File: config.mk
export PLATFORM = sky130hd
export DESIGN_NAME = usbh_err_halt
export DESIGN_NICKNAME = d
export VERILOG_FILES = /design/src/rtl/usbh_err_halt.sv
export SDC_FILE = /design/constraint.sdc
export NUM_CORES = 1
export LEC_CHECK = 0
export BUFFER_PORTS_ARGS = -buffer_cell sky130_fd_sc_hd__buf_2
export CORE_ASPECT_RATIO = 0.5
export CORE_MARGIN = 1
export CORE_UTILIZATION = 31
export DETAILED_ROUTE_END_ITERATION = 7
export PLACE_DENSITY_LB_ADDON = 0.3
export SKIP_CTS_REPAIR_TIMING = 1
export SLEW_MARGIN = 20
export SYNTH_ARGS = -nofsm -noshare
export SYNTH_HDL_FRONTEND = slang
export SYNTH_SLANG_ARGS = --single-unit
File: constraint.sdc
create_clock -name clk -period 2.58 [get_ports clk]
set_clock_uncertainty 0.05 [all_clocks]
set_input_delay 0.645 -clock clk [delete_from_list [all_inputs] [get_ports clk]]
set_output_delay 0.645 -clock clk [all_outputs]
set_load 0.01 [all_outputs]
File: src/rtl/usbh_err_halt.sv
module usbh_err_halt #(
  parameter int ADDR_W      = 32,
  parameter int PAGE_BITS   = 12,
  parameter int TAG_W       = 4,
  parameter int THR_CODE_W  = 3,
  parameter int THR_LOG_MAX = 6,
  parameter int THR_DEFAULT = 3,
  parameter int RST_CYCLES  = 4
) (
  input  logic                  clk,
  input  logic                  rst_n,
  input  logic                  cmd_we,
  input  logic                  cmd_run,
  input  logic                  cmd_reset,
  input  logic [THR_CODE_W-1:0] cmd_thr,
  input  logic                  ien_we,
  input  logic [2:0]            ien_data,
  input  logic                  sts_clr_we,
  input  logic [2:0]            sts_clr,
  input  logic                  uframe_tick,
  input  logic                  ev_xfer,
  input  logic                  ev_port,
  input  logic                  bus_busy,
  input  logic                  err_mabort,
  input  logic                  err_tabort,
  input  logic                  err_parity,
  input  logic [TAG_W-1:0]      err_tag,
  input  logic                  fetch_req,
  input  logic [ADDR_W-1:0]     fetch_addr,
  input  logic [PAGE_BITS:0]    fetch_len,
  output logic                  run,
  output logic                  halted,
  output logic                  sts_xfer,
  output logic                  sts_port,
  output logic                  sts_sys_err,
  output logic                  irq,
  output logic                  rst_busy,
  output logic [TAG_W-1:0]      fail_tag
);
  localparam int CNT_W = THR_LOG_MAX;
  localparam int RC_W  = $clog2(RST_CYCLES + 1);
  localparam logic [PAGE_BITS+1:0] PAGE_SIZE = (PAGE_BITS+2)'(1) << PAGE_BITS;

  logic                  dead;
  logic [2:0]            ien_q;
  logic [THR_CODE_W-1:0] thr_q;
  logic [CNT_W-1:0]      cnt;
  logic                  irq_norm_q;
  logic [RC_W-1:0]       rst_cnt;

  logic [PAGE_BITS+1:0]  fetch_end;
  logic                  page_cross, fatal, start_rst, norm_pend, expire;
  logic [THR_CODE_W-1:0] code_c;
  logic [CNT_W-1:0]      cnt_last;
  logic [2:0]            clr;

  assign fetch_end  = {2'b00, fetch_addr[PAGE_BITS-1:0]} + {1'b0, fetch_len};
  assign page_cross = fetch_req && (fetch_end > PAGE_SIZE);
  assign fatal      = err_mabort | err_tabort | err_parity | page_cross;
  assign rst_busy   = (rst_cnt != '0);
  assign start_rst  = cmd_we && cmd_reset && !rst_busy;
  assign code_c     = (thr_q > THR_CODE_W'(THR_LOG_MAX)) ? THR_CODE_W'(THR_LOG_MAX) : thr_q;
  assign cnt_last   = {CNT_W{1'b1}} >> (THR_CODE_W'(THR_LOG_MAX) - code_c);
  assign expire     = run && uframe_tick && (cnt == cnt_last);
  assign norm_pend  = (sts_xfer & ien_q[0]) | (sts_port & ien_q[1]);
  assign irq        = (sts_sys_err & ien_q[2]) | (irq_norm_q & norm_pend);
  assign clr        = sts_clr_we ? sts_clr : 3'b000;

  always_ff @(posedge clk or negedge rst_n) begin
    if (!rst_n) begin
      run <= 1'b0; halted <= 1'b1; dead <= 1'b0;
      sts_xfer <= 1'b0; sts_port <= 1'b0; sts_sys_err <= 1'b0;
      ien_q <= '0; thr_q <= THR_CODE_W'(THR_DEFAULT); cnt <= '0;
      irq_norm_q <= 1'b0; rst_cnt <= '0; fail_tag <= '0;
    end else if (start_rst || rst_busy) begin
      run <= 1'b0; halted <= 1'b1; dead <= 1'b0;
      sts_xfer <= 1'b0; sts_port <= 1'b0; sts_sys_err <= 1'b0;
      ien_q <= '0; thr_q <= THR_CODE_W'(THR_DEFAULT); cnt <= '0;
      irq_norm_q <= 1'b0; fail_tag <= '0;
      rst_cnt <= start_rst ? RC_W'(RST_CYCLES) : rst_cnt - 1'b1;
    end else begin
      if (fatal)       run <= 1'b0;
      else if (cmd_we) run <= cmd_run & ~dead;

      if (fatal)          halted <= 1'b1;
      else if (run)       halted <= 1'b0;
      else if (!bus_busy) halted <= 1'b1;

      dead <= dead | fatal;
      if (fatal && !dead) fail_tag <= err_tag;

      if (cmd_we) begin
        thr_q <= cmd_thr;
        cnt   <= '0;
      end else if (run && uframe_tick) begin
        cnt <= expire ? '0 : cnt + 1'b1;
      end

      if (ien_we) ien_q <= ien_data;

      sts_xfer    <= (sts_xfer    & ~clr[0]) | ev_xfer;
      sts_port    <= (sts_port    & ~clr[1]) | ev_port;
      sts_sys_err <= (sts_sys_err & ~clr[2]) | fatal;

      if (expire && norm_pend) irq_norm_q <= 1'b1;
      else if (!norm_pend)     irq_norm_q <= 1'b0;
    end
  end
endmodule

# Word-level counts from Yosys, hierarchy flattened
# Cells that the tools add are included.
[op_classes]
bitwise_logic = 21
n_reduce_logical = 16
shifts = 1
mux = 27
n_addsub = 4
n_lt_le_gt_ge = 2
n_eq_ne = 3
[op_table]
columns = ["op", "n"]
rows = [
  ["two-way mux 6 bit", 4],
  ["two-way mux 3 bit", 7],
  ["adder 12 x 13 -> 14 bit", 1],
  ["> comparator 14 x 13 -> 1 bit, second input constant", 1],
  ["two-way mux 1 bit", 14],
  ["bitwise OR 1 bit", 9],
  ["nonzero test 3 bit", 3],
  ["AND 1 bit", 8],
  ["two-way mux 4 bit", 2],
  ["logical AND 1 bit", 7],
  ["adder 6 x 1 -> 6 bit, second input constant", 1],
  ["equality test 6 bit", 1],
  ["nonzero test 2 bit", 3],
  ["right shift 6 x 3 -> 6 bit, first input constant", 1],
  ["!= test 4 x 1 -> 1 bit, second input constant", 1],
  ["NOT 1 bit", 4],
  ["> comparator 3 bit, second input constant", 1],
  ["!= test 3 x 1 -> 1 bit, second input constant", 1],
  ["subtractor 3 x 1 -> 3 bit, second input constant", 1],
  ["subtractor 3 bit, first input constant", 1],
  ["zero test 1 bit", 2],
  ["logical OR 1 bit", 1],
]
[totals]
word_cells = 86
ff_bits = 26
in_bits = 73
output_inout_bits = 11

# Longest topological paths before layout
[logic_depth]
depth_word = 10
mapped_depth = 15
ltp_nobuf = 14

# Worst setup path after synthesis
# No wires, ideal clock.
[synth_timing]
path_type = "input-to-reg"
startpoint = "in fetch_addr[0]"
endpoint = "reg fail_tag[1]"
slack_ps = -311
t_arrival_ps = 2705
n_path_buf = 0
required_time_ps = 2394
cell_stages = 11
setup_time_ps = 136
path_cell_list = "ha_1 inv_1 fa_1 nor2b_4 o21a_1 o221ai_1 a2111oi_4 nand4_2 o211a_4 o211ai_1 a21oi_1"
[synth_between]
elab_chain_len = 6
[synth_lines]
columns = ["item", "line_no", "text"]
rows = [
  ["from (decl)", "29", "input logic [ADDR_W-1:0] fetch_addr,"],
  ["adder 12 x 13 -> 14 bit", "57", "assign fetch_end = {2'b00, fetch_addr[PAGE_BITS-1:0]} + {1'b0, fetch_len};"],
  ["> comparator 14 x 13 -> 1 bit", "58", "assign page_cross = fetch_req && (fetch_end > PAGE_SIZE);"],
  ["logical AND 1 bit", "58", ""],
  ["bitwise OR 1 bit", "59", "assign fatal = err_mabort | err_tabort | err_parity | page_cross;"],
  ["logical AND 1 bit", "90", "if (fatal && !dead) fail_tag <= err_tag;"],
  ["nonzero test 2 bit (no source line)", "-", ""],
  ["to (signal assigned)", "90", ""],
  ["to (decl)", "38", "output logic [TAG_W-1:0] fail_tag"],
]
# Every way passes these cells.
# A chain may end at the register's enable or synchronous reset.

# Final worst setup path
[layout_timing]
startpoint = "in fetch_addr[0]"
endpoint = "reg fail_tag[3]"
# Same word-level chain as after synthesis.

==> run_results.csv <==
group,metric,value,unit
power,power_density,499.3,nW/um^2
finish,diodes,0,
finish,stdcell_area,2988,sq um
clocking,cts.sinks,26,
sta,hold_slack,0.3306,ns
logic_synthesis,synth_warnings,0,
sta,tightest_slew,0.6741,ns
placed_design,gp_congestion,0.8757,
sta,rsz0062_at_grt,"true",
floorplanning,die_y,60.52,um
setup_path,critPathRequiredTime,2.66,ns
setup_path,path_max_fanout,6,
setup_path,startpoint,"fetch_addr[0]",
setup_path,r2r_cells,12,
outcome,status,"finished, violations left",
finish,final_cell_mix,"buf_2 (61), buf_4 (30), a21oi_1 (23), dfrtp_1 (23), nand2_1 (21)",
sta,fmax,365.1,MHz
logic_synthesis,synth.avg_cell_area,8.738,sq um
logic_synthesis,synth_cells,243,
detailed_routing,final_antenna_net_count,0,
sta,drv_slew,0,
placed_design,postPlaceCellArea,2698,sq um
logic_synthesis,synth-seq-area-share,0.3082,
placed_design,dp_slack,-0.5482,ns
logic_synthesis,synth_cell_types,59,
setup_path,path_depth,12,
setup_path,critPathKind,"primary input to flop",
finish,layout-drive-gt1-share,0.4260,
finish,nets,424,
sta,setup_viol,8,
grt,grt_use_total,0.1435,
grt,grt_max_degree,27,
power,ir_worst_vdd,274.0,uV
power,total_leakage_power,1.419,nW
logic_synthesis,ys.flop_type,"dfrtp_1",
finish,area_delta_synth_final,40.72,%
floorplanning,start_util,0.3354,
grt,grt_pass1_vias,1874,
setup_path,crit_slowest_cell,"or3_4",
clocking,clk_latency,0.26,ns
grt,overflow,0,
grt,grt_pass1_wl,8231,um
placed_design,hpwl,4138,um
detailed_routing,drc,0,
placed_design,place_inst,410,
setup_path,path_buf_inv,2,
setup_path,cpPeakStageDelay,0.35,ns
logic_synthesis,ys_ff_latch,26,
detailed_routing,drtIter0Drc,108,
outcome,violations,"negative setup slack",
setup_path,timing.rr.end,"cnt[3]$_DFFE_PN0P_",
min_path,holdCritPathClass,"primary input to asynchronous set/reset pin",
setup_path,crit_end,"fail_tag[3]$_DFFE_PN0P_",
detailed_routing,firstDrtPassIters,4,
clocking,numCtsBuffers,3,
clocking,cts_tree,"yes",
sta,maxSlewHeadroom,0.5496,
floorplanning,pin_count,84,
finish,instances_no_fill,419,
sta,period_minus_slack,2.739,ns
floorplanning,rows,20,
clocking,clk_pin_slew_worst_paths,0.07,ns
clocking,clockBufferDepth,2,
setup_path,worstReg2RegStart,"thr_q[1]$_DFFE_PN1P_",
flow_run,cap_violations,0,
detailed_routing,wirelength,5184,um
setup_path,cp.arrival,2.82,ns
setup_path,worstSetupStartpointType,"primary input",
logic_synthesis,netlist_area,2123,sq um
detailed_routing,via_per_inst,4.940,
finish,layout_commonest_cell,"buf_2",
setup_path,rrSetupSlack,0.03,ns
sta,post-route-period-util,1.062,
grt,grt_antenna_before_repair,0,
logic_synthesis,synth_edf_count,0,
detailed_routing,via_count,2070,
setup_path,path_delay_family,"compound AO/OA/AOI/OAI gates",
power,power,1.492,mW
floorplanning,core_area,6331,sq um
floorplanning,die_w,119.0,um
logic_synthesis,synth_nets,335,
setup_path,path_cells,"buf_6 > ha_4 > inv_2 > fa_2 > nor2b_4 > o21a_1 > or3_4 > a2111oi_4 > nand4_2 > o211a_4 > o211ai_1 > a21oi_1",
placed_design,port_buffers,63,
clocking,htree_levels,1,
setup_path,endpoint_kind,"flop",
sta,fin_ws,-0.1588,ns
sta,hold_viol,0,
detailed_routing,wl_per_cell,12.37,um
floorplanning,dieArea,7204,sq um
logic_synthesis,async_reset_ff_frac,1.000,
clocking,clockRootBuffer,"clkbuf_16",
-- worst reg2reg max path, delay by kind of cell, from the launching register on --
kind / cells / cell delay, ns
simple gates: 3 / 0.71
fa+ha+maj: 2 / 0.45
buf+inv: 3 / 0.27
compound gates: 4 / 0.43
flops: 1 / 0.56
-- stage by stage --
step | TNS, ns | utilization
floorplan | -1.387 | -
global placement | -4.837 | 0.4261
detailed placement | -5.255 | 0.4261
CTS | -3.454 | 0.4427
global route | -2.196 | 0.4719
finish | -0.9997 | 0.4719
-- layer usage --
| layer | GRT usage | up-vias | part of all wire |
|---|---|---|---|
| li1 | - | 1066 | - |
| met1 | 0.1794 | 964 | 0.48 |
| met2 | 0.2625 | 35 | 0.48 |
| met3 | 0.01786 | 5 | 0.030 |
| met4 | 0.05425 | 0 | 0.012 |
| met5 | 0 | - | 0 |
-- cell type report --
| type | count | area [sq um] |
|---|---|---|
| repair buffers | 94 | 564.3 |
| flip-flops and latches | 26 | 654.4 |
| multi-input cells | 190 | 1490 |
| clock buffers | 3 | 75.07 |
| inverters | 17 | 63.81 |
| well taps | 88 | 110.1 |
| clock inverters | 1 | 30.03 |
| fillers | 606 | 3343 |
-- state kept, by name, summed over array words and instances (netlist names) --
name,flops
rst_cnt,3
irq_norm_q,1
cnt,6
sts_port,1
halted,1
sts_xfer,1
thr_q,3
run,1
dead,1
sts_sys_err,1
fail_tag,4
ien_q,3
-- power breakdown --
part           leakage (nW)  internal, mW  switching [mW]
logic                  1.02         0.255           0.291
registers             0.344         0.460          0.0294
clock network        0.0511         0.309           0.147
total                  1.42          1.02           0.468
-- synthesized netlist by cell type (all sizes together) (4+ instances only) --
| library cell | count | share of area |
|---|---|---|
| o211ai | 7 | 0.025 |
| nand2 | 22 | 0.040 |
| dfrtp | 23 | 0.27 |
| mux2i | 7 | 0.033 |
| nor2 | 21 | 0.038 |
| buf | 6 | 0.022 |
| clkbuf | 4 | 0.0071 |
| a21oi | 24 | 0.057 |
| nand2b | 4 | 0.012 |
| o21ai | 17 | 0.040 |
| nand4 | 5 | 0.018 |
| inv | 17 | 0.030 |
| ha | 18 | 0.11 |
| nand3 | 6 | 0.014 |
| nor2b | 8 | 0.027 |
-- cells by family after synthesis --
kind of cell / count (synthesis) / synth area share
xor+xnor: 4 / 0.01650
compound gates: 78 / 0.2587
mux: 8 / 0.03830
fa+ha+maj: 19 / 0.1155
buf+inv: 27 / 0.05892
simple gates: 81 / 0.2039
flops: 26 / 0.3082
-- how the worst min path moves through the flow --
stage                                   endpoint  slack (ns)  depth (start not counted)
after floorplan               cnt[0]$_DFFE_PN0P_        0.30                          0
after global placement    rst_cnt[0]$_DFFE_PN0P_        0.41                          1
after detailed placement  rst_cnt[0]$_DFFE_PN0P_        0.41                          1
after CTS                     cnt[3]$_DFFE_PN0P_        0.36                          1
after global routing          cnt[5]$_DFFE_PN0P_        0.38                          1
final                         cnt[5]$_DFFE_PN0P_        0.33                          1
(Power assumes the default switching activity.)
